===== config.mk =====
export PLATFORM = sky130hd
export DESIGN_NAME = bpi_top
export DESIGN_NICKNAME = d
export VERILOG_FILES = /design/src/rtl/bpi_pkg.sv /design/src/rtl/bpi_decode.sv /design/src/rtl/bpi_port.sv /design/src/rtl/bpi_seq.sv /design/src/rtl/bpi_top.sv
export SDC_FILE = /design/constraint.sdc
export NUM_CORES = 1
export LEC_CHECK = 0
export ABC_AREA = 1
export BUFFER_PORTS_ARGS = -buffer_cell sky130_fd_sc_hd__buf_2
export CORE_MARGIN = 2
export CORE_UTILIZATION = 53
export CTS_CLUSTER_DIAMETER = 40
export DETAILED_ROUTE_END_ITERATION = 12
export PLACE_DENSITY = 0.86
export SLEW_MARGIN = 20
export SYNTH_ARGS = -nofsm -noshare
export SYNTH_HDL_FRONTEND = slang
export SYNTH_SLANG_ARGS = --single-unit

===== constraint.sdc =====
create_clock -name clk -period 2.5 [get_ports clk]
set_input_delay 0.125 -clock clk [delete_from_list [all_inputs] [get_ports clk]]
set_output_delay 0.125 -clock clk [all_outputs]
set_load 0.005 [all_outputs]

===== src/rtl/bpi_pkg.sv =====
package bpi_pkg;

    typedef enum logic [2:0] {
        ST_IDLE,
        ST_HOLD,
        ST_EXT,
        ST_PORT,
        ST_DONE
    } bpi_state_e;

    // Register bit index that drives external pin j when bit nc has no pin.
    function automatic int pin_to_bit(input int j, input int nc);
        return (j < nc) ? j : j + 1;
    endfunction

endpackage


===== src/rtl/bpi_decode.sv =====
module bpi_decode #(
    parameter int AW       = 16,
    parameter int DIR_ADDR = 0,
    parameter int DAT_ADDR = 1
) (
    input  logic [AW-1:0] addr,
    output logic          hit_dir,
    output logic          hit_dat
);
    localparam logic [AW-1:0] DIR_A = AW'(DIR_ADDR);
    localparam logic [AW-1:0] DAT_A = AW'(DAT_ADDR);

    always_comb begin
        hit_dir = (addr == DIR_A);
        hit_dat = (addr == DAT_A);
    end
endmodule


===== src/rtl/bpi_port.sv =====
module bpi_port #(
    parameter int DW     = 8,
    parameter int NC_BIT = 5
) (
    input  logic          clk,
    input  logic          rst_n,
    input  logic          wr_dir,
    input  logic          wr_dat,
    input  logic [DW-1:0] wdata,
    input  logic          rd_dir,
    input  logic [DW-2:0] pin_in,
    output logic [DW-2:0] pin_out,
    output logic [DW-2:0] pin_oe,
    output logic [DW-1:0] rdata
);
    import bpi_pkg::*;

    logic [DW-1:0] dir_q;
    logic [DW-1:0] lat_q;
    logic [DW-1:0] view;

    always_ff @(posedge clk or negedge rst_n) begin
        if (!rst_n) begin
            dir_q <= '0;
            lat_q <= '0;
        end else begin
            if (wr_dir) dir_q <= wdata;
            if (wr_dat) lat_q <= wdata;
        end
    end

    for (genvar i = 0; i < DW; i++) begin : g_view
        if (i == NC_BIT) begin : g_nc
            assign view[i] = dir_q[i] ? lat_q[i] : 1'b1;
        end else begin : g_pin
            localparam int PJ = (i < NC_BIT) ? i : i - 1;
            assign view[i] = dir_q[i] ? lat_q[i] : pin_in[PJ];
        end
    end

    for (genvar j = 0; j < DW - 1; j++) begin : g_pad
        localparam int BI = pin_to_bit(j, NC_BIT);
        assign pin_out[j] = lat_q[BI];
        assign pin_oe[j]  = dir_q[BI];
    end

    assign rdata = rd_dir ? dir_q : view;
endmodule


===== src/rtl/bpi_seq.sv =====
module bpi_seq #(
    parameter int AW = 16,
    parameter int DW = 8
) (
    input  logic          clk,
    input  logic          rst_n,
    input  logic          addr_en,
    input  logic          core_req,
    input  logic          core_we,
    input  logic [AW-1:0] core_addr,
    input  logic [DW-1:0] core_wdata,
    input  logic          hit_dir,
    input  logic          hit_dat,
    input  logic [DW-1:0] bus_din,
    input  logic [DW-1:0] port_rdata,
    output logic [AW-1:0] req_addr,
    output logic [DW-1:0] req_wdata,
    output logic          req_we,
    output logic          req_dir,
    output logic          port_wr_dir,
    output logic          port_wr_dat,
    output logic          bus_strobe,
    output logic          bus_rw,
    output logic          bus_dout_oe,
    output logic          core_ready,
    output logic [DW-1:0] core_rdata
);
    import bpi_pkg::*;

    bpi_state_e st_q, st_d;
    logic       req_dat;
    logic       accept;
    logic       live;

    assign accept = (st_q == ST_IDLE) && core_req;

    // state register
    always_ff @(posedge clk or negedge rst_n) begin
        if (!rst_n) st_q <= ST_IDLE;
        else        st_q <= st_d;
    end

    // request latch and read-data capture
    always_ff @(posedge clk or negedge rst_n) begin
        if (!rst_n) begin
            req_addr   <= '0;
            req_wdata  <= '0;
            req_we     <= 1'b0;
            req_dir    <= 1'b0;
            req_dat    <= 1'b0;
            core_rdata <= '0;
        end else begin
            if (accept) begin
                req_addr  <= core_addr;
                req_wdata <= core_wdata;
                req_we    <= core_we;
                req_dir   <= hit_dir;
                req_dat   <= hit_dat;
            end
            if (st_q == ST_EXT && addr_en)  core_rdata <= bus_din;
            if (st_q == ST_PORT && addr_en) core_rdata <= port_rdata;
        end
    end

    // next state
    always_comb begin
        st_d = st_q;
        unique case (st_q)
            ST_IDLE: begin
                if (core_req) begin
                    if (!addr_en)                st_d = ST_HOLD;
                    else if (hit_dir || hit_dat) st_d = ST_PORT;
                    else                         st_d = ST_EXT;
                end
            end
            ST_HOLD: begin
                if (addr_en) st_d = (req_dir || req_dat) ? ST_PORT : ST_EXT;
            end
            ST_EXT:  st_d = addr_en ? ST_DONE : ST_HOLD;
            ST_PORT: st_d = addr_en ? ST_DONE : ST_HOLD;
            ST_DONE: st_d = ST_IDLE;
            default: st_d = ST_IDLE;
        endcase
    end

    // outputs
    always_comb begin
        live        = addr_en;
        bus_strobe  = 1'b0;
        port_wr_dir = 1'b0;
        port_wr_dat = 1'b0;
        core_ready  = 1'b0;
        unique case (st_q)
            ST_EXT:  bus_strobe = live;
            ST_PORT: begin
                port_wr_dir = live && req_we && req_dir;
                port_wr_dat = live && req_we && req_dat;
            end
            ST_DONE: core_ready = 1'b1;
            ST_IDLE, ST_HOLD: ;
            default: ;
        endcase
        bus_rw      = !req_we;
        bus_dout_oe = bus_strobe && req_we;
    end
endmodule


===== src/rtl/bpi_top.sv =====
module bpi_top #(
    parameter int AW       = 16,
    parameter int DW       = 8,
    parameter int DIR_ADDR = 0,
    parameter int DAT_ADDR = 1,
    parameter int NC_BIT   = 5
) (
    input  logic          clk,
    input  logic          rst_n,
    input  logic          addr_en,
    input  logic          core_req,
    input  logic          core_we,
    input  logic [AW-1:0] core_addr,
    input  logic [DW-1:0] core_wdata,
    output logic [DW-1:0] core_rdata,
    output logic          core_ready,
    output logic [AW-1:0] bus_addr,
    output logic          bus_addr_oe,
    output logic          bus_strobe,
    output logic          bus_rw,
    output logic [DW-1:0] bus_dout,
    output logic          bus_dout_oe,
    input  logic [DW-1:0] bus_din,
    input  logic [DW-2:0] pin_in,
    output logic [DW-2:0] pin_out,
    output logic [DW-2:0] pin_oe
);
    logic          hit_dir, hit_dat;
    logic [AW-1:0] req_addr;
    logic [DW-1:0] req_wdata;
    logic          req_we, req_dir;
    logic          wr_dir, wr_dat;
    logic [DW-1:0] port_rdata;

    bpi_decode #(.AW(AW), .DIR_ADDR(DIR_ADDR), .DAT_ADDR(DAT_ADDR)) u_dec (
        .addr    (core_addr),
        .hit_dir (hit_dir),
        .hit_dat (hit_dat)
    );

    bpi_seq #(.AW(AW), .DW(DW)) u_seq (
        .clk         (clk),
        .rst_n       (rst_n),
        .addr_en     (addr_en),
        .core_req    (core_req),
        .core_we     (core_we),
        .core_addr   (core_addr),
        .core_wdata  (core_wdata),
        .hit_dir     (hit_dir),
        .hit_dat     (hit_dat),
        .bus_din     (bus_din),
        .port_rdata  (port_rdata),
        .req_addr    (req_addr),
        .req_wdata   (req_wdata),
        .req_we      (req_we),
        .req_dir     (req_dir),
        .port_wr_dir (wr_dir),
        .port_wr_dat (wr_dat),
        .bus_strobe  (bus_strobe),
        .bus_rw      (bus_rw),
        .bus_dout_oe (bus_dout_oe),
        .core_ready  (core_ready),
        .core_rdata  (core_rdata)
    );

    bpi_port #(.DW(DW), .NC_BIT(NC_BIT)) u_port (
        .clk     (clk),
        .rst_n   (rst_n),
        .wr_dir  (wr_dir),
        .wr_dat  (wr_dat),
        .wdata   (req_wdata),
        .rd_dir  (req_dir),
        .pin_in  (pin_in),
        .pin_out (pin_out),
        .pin_oe  (pin_oe),
        .rdata   (port_rdata)
    );

    assign bus_addr    = req_addr;
    assign bus_addr_oe = addr_en;
    assign bus_dout    = req_wdata;
endmodule


==> run summary, run 1 <==
critical path class: reg2out
max-slew violation count: 0
n_diodes: 0
wire length of the first global-routing pass: 8780 µm
status: finished, final reports clean
Synth-to-Final Area Change: 19.3%
vias post-DR: 2012
nets@finish: 389
Seq/Total Area, Yosys: 53.6%
Max Clk Rate: 546 MHz
starting density of the core: 54.1%
die span in y: 73.0 µm
final worst-path cycle share: 73.3%
Clk pwr share: 17.2%
Syn Nets: 307
clk buf depth: 2
#FFs+latches synth: 54
Setup Skew: 8.24 ps
pin slew with the least headroom to its limit: 895 ps
clock root cell: clkbuf_8
port bufs: 94
sequential share of power: 45.8%
Sw Share: 33.4%
VDD IR max: 0.000530 V
Hold Path Class: in2reg
Worst slew margin: 40.4%
Syn Area/Cell: 9.59 µm²
WL per Instance: 13.5 µm
RSZ-0062 raised after global routing: false
fill cell instance count of the final layout: 395
Detail Route Antenna Nets: 0
initial antenna violation count: 0
die area: 5330 µm²
Top cell by count, worst path: nor2_2
commonest non-fill, non-tap cells in the layout: buf_2 (94), nand2_1 (61), dfrtp_1 (54)
Startpoint Class: register
Final setup violation count: 0
GPL Wtd Cong: 0.840
hpwl dp: 4100 µm
DRC Markers: 0
internal power: 0.00191 W
Largest stage delay, worst path: 450 ps
pin count of the biggest net entering global routing: 42
clock transition at the registers of the reported paths: 90 ps
Net Switching: 0.000960 W
CP max stage cell: dfrtp_1
post-route cell area: 3010 µm²
crit-path cells: nor2_2 -> nand2_2 -> nor2_2 -> inv_1 -> nor2_1 -> buf_2
Total Routed Length: 5410 µm
CP max FO: 10
Comb power frac: 37.0%
synth warn: 0
CTS tree: yes
H-tree lvl count: 2
via/cell ratio: 5.03
CP arrival: 1710 ps
Final Hold Fails: 0
most common cell after layout, fill and taps aside: buf_2
Core ar.: 4660 µm²
Initial DRC Count: 164
Crit path required time: 2380 ps
Pwr Density: 955 nW/µm²
clock latency on the worst-skew pair: 310 ps
die width: 73.0 µm
Tot GR Track Use: 21.3%
minimum clock period: 1830 ps
remaining global-route overflow: 0
Yosys cell types: 23
cell area after placement: 2910 µm²
CTS Sinks: 54
Top Ports: 95
max cap viols: 0
vias in the first global route: 1868
post-CTS sizing: 0
setup TNS: 0 ps
Critical Path Sink Type: output pin
Post-Synthesis Cell Area: 2520 µm²
Post-Syn Instances: 263
# rows: 25
Initial DRT Pass Iterations: 4
Lkg Pwr: 1.64 nW
Num CTS Buffers: 5
share of layout cells above drive strength 1: 37.6%
[final timing paths]
check                                               from                               to  slack [ps]  cells after the start
min reg2reg                u_seq.req_addr[1]$_DFFE_PN0P_    u_seq.req_addr[1]$_DFFE_PN0P_         500                      2
max in group asynchronous                          rst_n    u_seq.req_addr[0]$_DFFE_PN0P_        1280                      3
min in group asynchronous                          rst_n      u_port.lat_q[3]$_DFFE_PN0P_         480                      2
max                            u_seq.st_q[2]$_DFFE_PN0P_                      bus_dout_oe         670                      6
max reg2reg                    u_seq.st_q[2]$_DFFE_PN0P_   u_seq.req_wdata[4]$_DFFE_PN0P_         670                      7
min                                           bus_din[0]  u_seq.core_rdata[0]$_DFFE_PN0P_          40                      3
[power by group through the flow]
stage	Clock [W]	Sequential (W)	Combinational (W)
2_1_floorplan	0	0.00134	0.000632
3_3_place_gp	0	0.00132	0.00103
3_5_place_dp	0	0.00132	0.00108
4_1_cts	0.000502	0.00132	0.00108
5_1_grt	0.000532	0.00135	0.00118
6_report	0.000494	0.00132	0.00106
[logic make-up (layout without fill, tap and decap cells)]
group	Yosys count	in the layout	share of synthesized area [%]
buffers and inverters	42	125	9.62
DFF	54	54	53.6
and+or+nand+nor	105	105	17.9
AOI/OAI and AO/OA	47	47	9.97
muxes	15	15	8.93
[worst max-delay path, delay by kind of cell, from the launching register on]
kind / cells / cell delay, ps
AND/OR/NAND/NOR: 4 / 740
flip-flops: 1 / 450
buffers and inverters: 2 / 220
[stage by stage]
| stage | setup slack [ps] | hold slack (ps) | power [W] | instances | util, % |
|---|---|---|---|---|---|
| 2_1_floorplan | 1170 | -171 | 0.00197 | 263 | - |
| 3_3_place_gp | 806 | 291 | 0.00235 | 391 | 62.4 |
| 3_5_place_dp | 679 | 302 | 0.00240 | 391 | 62.4 |
| 4_1_cts | 642 | 33.8 | 0.00290 | 400 | 64.6 |
| 5_1_grt | 503 | 36.4 | 0.00306 | 400 | 64.6 |
| 6_report | 668 | 36.6 | 0.00287 | 400 | 64.6 |
[cell usage after synthesis]
library cell | n | share of area [%]
a211oi_1 | 1 | 0.30
a21oi_1 | 10 | 2.0
a31oi_1 | 1 | 0.25
buf_2 | 2 | 0.40
buf_4 | 16 | 4.8
buf_6 | 3 | 1.3
clkbuf_1 | 1 | 0.15
dfrtp_1 | 54 | 54
inv_1 | 19 | 2.8
inv_2 | 1 | 0.15
mux2_4 | 15 | 8.9
nand2_1 | 61 | 9.1
nand2_2 | 2 | 0.50
nand3_1 | 9 | 1.8
nand3b_1 | 1 | 0.30
nand4_2 | 2 | 0.99
nor2_1 | 26 | 3.9
nor2_2 | 3 | 0.74
nor3_4 | 1 | 0.65
o21ai_0 | 17 | 3.4
o21ai_1 | 14 | 2.8
o21ai_2 | 3 | 1.0
o22ai_1 | 1 | 0.25
[metal layers]
| metal | vias to the layer above | share of wire (%) | track usage [%] |
|---|---|---|---|
| li1 | 997 | - | - |
| met1 | 944 | 46 | 30.1 |
| met2 | 66 | 48 | 33.6 |
| met3 | 5 | 4.6 | 2.90 |
| met4 | 0 | 1.4 | 7.82 |
| met5 | - | 0 | 0 |
[what timing repair did]
item,CTS,global route
buffers inserted,0,0
hold endpoints to repair,40,0
hold buffers,1,0
[registers in the layout (all words and copies together) (netlist names)]
register / flops
u_port.dir_q: 8
u_port.lat_q: 8
u_seq.core_rdata: 8
u_seq.req_addr: 16
u_seq.req_dat: 1
u_seq.req_dir: 1
u_seq.req_wdata: 8
u_seq.req_we: 1
u_seq.st_q: 3
[cell type report]
type                            count  area (µm²)  area share, %
Multi-Input combinational cell    167         928           30.9
Tap cell                           54        67.6           2.25
Clock buffer                        7        86.3           2.87
Inverter                           20        75.1           2.49
Clock inverter                      1        5.00          0.166
Sequential cell                    54        1350           44.9
Timing Repair Buffer               97         495           16.5
(Power assumes the default switching activity.)
==> run 2: changes to the inputs <==
--- a/config.mk
+++ b/config.mk
@@ -8,10 +8,10 @@
 export ABC_AREA = 1
 export BUFFER_PORTS_ARGS = -buffer_cell sky130_fd_sc_hd__buf_2
 export CORE_MARGIN = 2
-export CORE_UTILIZATION = 53
+export CORE_UTILIZATION = 49
 export CTS_CLUSTER_DIAMETER = 40
 export DETAILED_ROUTE_END_ITERATION = 12
-export PLACE_DENSITY = 0.86
+export PLACE_DENSITY = 0.81
 export SLEW_MARGIN = 20
 export SYNTH_ARGS = -nofsm -noshare
 export SYNTH_HDL_FRONTEND = slang
==> constraint.sdc (replaced) <==
create_clock -name clk -period 1.7 [get_ports clk]
set_input_delay 0.085 -clock clk [delete_from_list [all_inputs] [get_ports clk]]
set_output_delay 0.085 -clock clk [all_outputs]
set_load 0.005 [all_outputs]
==> run 2 against run 1 <==
Wire length grew 6.6%. Register-to-register slack lost 460 ps. Utilization shrank 2.1 points. Critical endpoint is now bus_strobe.
==> run summary, run 2 (synthesis gave the netlist of run 1 again) <==
Top Ports: 95
Pwr Density: 1370 nW/µm²
Worst slew margin: 69.2%
post-route cell area: 3150 µm²
Crit path required time: 1620 ps
Core ar.: 5040 µm²
R2R cell count: 4
die width: 75.8 µm
RSZ-0062 raised after global routing: false
status: finished, final reports clean
Hold Path Stages: 2
via/cell ratio: 4.82
port bufs: 94
Hold Path Class: in2reg
Multi-input gate area: 933 µm²
max-slew violation count: 0
vias in the first global route: 1878
Startpoint Class: register
Clk pwr share: 17.3%
final worst-path cycle share: 92.5%
worst flop-to-flop path startpoint: u_seq.st_q[2]$_DFFE_PN0P_
GPL Wtd Cong: 0.793
most common cell after layout, fill and taps aside: buf_2
Synth-to-Final Area Change: 24.8%
Comb power frac: 37.6%
H-tree lvl count: 2
CTS Sinks: 54
max reg flops: 16
hpwl dp: 4150 µm
Most flops, register: u_seq.req_addr
Hold EP: u_seq.req_addr[11]$_DFFE_PN0P_
WL per Instance: 13.6 µm
nets@finish: 398
Max Clk Rate: 636 MHz
Tot GR Track Use: 20.5%
wire length of the first global-routing pass: 8750 µm
# rows: 26
internal power: 0.00286 W
beginning of the worst hold path: core_addr[11]
R2R setup slack: 210 ps
remaining global-route overflow: 0
cell area after placement: 2970 µm²
share of layout cells above drive strength 1: 37.5%
critical path class: reg2out
clk buf depth: 2
clock transition at the registers of the reported paths: 90 ps
CTS tree: yes
CP max FO: 10
clock root cell: clkbuf_8
sequential share of power: 45.1%
Detail Route Antenna Nets: 0
die area: 5740 µm²
minimum clock period: 1570 ps
pin slew with the least headroom to its limit: 462 ps
starting density of the core: 50.0%
max cap viols: 0
Sw Share: 33.6%
Reg2Reg Capture Point: u_port.dir_q[5]$_DFFE_PN0P_
Total Routed Length: 5770 µm
Initial DRT Pass Iterations: 5
Final Hold Fails: 0
Num CTS Buffers: 5
CP arrival: 1490 ps
Lkg Pwr: 1.69 nW
Post-CTS Setup Repair Bufs: 0
sequential cell area: 1350 µm²
setup TNS: 0 ps
n_diodes: 0
Critical Path Sink Type: output pin
pin count of the biggest net entering global routing: 55
Net Switching: 0.00144 W
DRC Markers: 0
Setup Skew: 13.3 ps
fill cell instance count of the final layout: 428
vias post-DR: 2050
VDD IR max: 0.000794 V
commonest non-fill, non-tap cells in the layout: buf_2 (94), nand2_1 (61), dfrtp_1 (54)
Initial DRC Count: 117
initial antenna violation count: 0
die span in y: 75.8 µm
Final setup violation count: 0
clock latency on the worst-skew pair: 310 ps
hold_ws: 15.7 ps
run 2: repair_timing:
| action | CTS | global route |
|---|---|---|
| hold buffers | 8 | 0 |
| endpoints found under the setup margin | 0 | 1 |
| hold endpoints to repair | 61 | 0 |
| gates resized for setup | 0 | 1 |
run 2: final cells by class:
cell class	count	area share, %
clock buffer	6	2.62
clock inverter	2	0.397
inverter	20	2.38
multi-input combinational	167	29.7
sequential	54	42.9
tap	70	2.78
timing repair buffer	106	19.2
run 2: worst max-delay path, cell delays in order, from the launching register on:
cell	delay [ps]
dfrtp_1	460
nor2_2	210
nand2_4	120
nor2_2	110
buf_4	160
buf_2	120
run 2: how the worst max path moves through the flow:
stage                               from                             end  slack [ps]  cells after the start
3_3_place_gp   u_seq.st_q[2]$_DFFE_PN0P_   u_seq.req_addr[2]$_DFFE_PN0P_         290                      6
6_report       u_seq.st_q[2]$_DFFE_PN0P_                      bus_strobe         130                      5
4_1_cts        u_seq.st_q[2]$_DFFE_PN0P_                      bus_strobe          90                      5
2_1_floorplan  u_seq.st_q[2]$_DFFE_PN0P_  u_seq.req_addr[10]$_DFFE_PN0P_         370                      6
5_1_grt        u_seq.st_q[2]$_DFFE_PN0P_                      bus_strobe          20                      5
3_5_place_dp   u_seq.st_q[2]$_DFFE_PN0P_   u_seq.req_addr[5]$_DFFE_PN0P_         240                      6
run 2: power groups by stage:
stage	registers, W	clock network, W	logic [W]
2_1_floorplan	0.00197	0	0.000929
3_5_place_dp	0.00194	0	0.00162
3_3_place_gp	0.00194	0	0.00155
6_report	0.00194	0.000745	0.00162
4_1_cts	0.00194	0.000760	0.00163
5_1_grt	0.00199	0.000809	0.00179
run 2: stage by stage:
stage,std cells,setup slack (ps),power [W],util (%)
6_report,425,128,0.00430,62.4
5_1_grt,425,23.9,0.00458,62.4
4_1_cts,425,86.4,0.00433,62.3
3_5_place_dp,409,238,0.00356,58.9
3_3_place_gp,409,292,0.00349,58.9
2_1_floorplan,263,371,0.00290,-
run 2: metal layers:
layer | routed length (µm) | global-route usage, % | part of all wire [%] | vias to the layer above
met4 | 148 | 9.55 | 2.6 | 0
met1 | 2480 | 27.3 | 43 | 945
met5 | 0 | 0 | 0 | -
met3 | 343 | 4.10 | 5.9 | 11
met2 | 2800 | 32.2 | 49 | 77
li1 | - | - | - | 1017
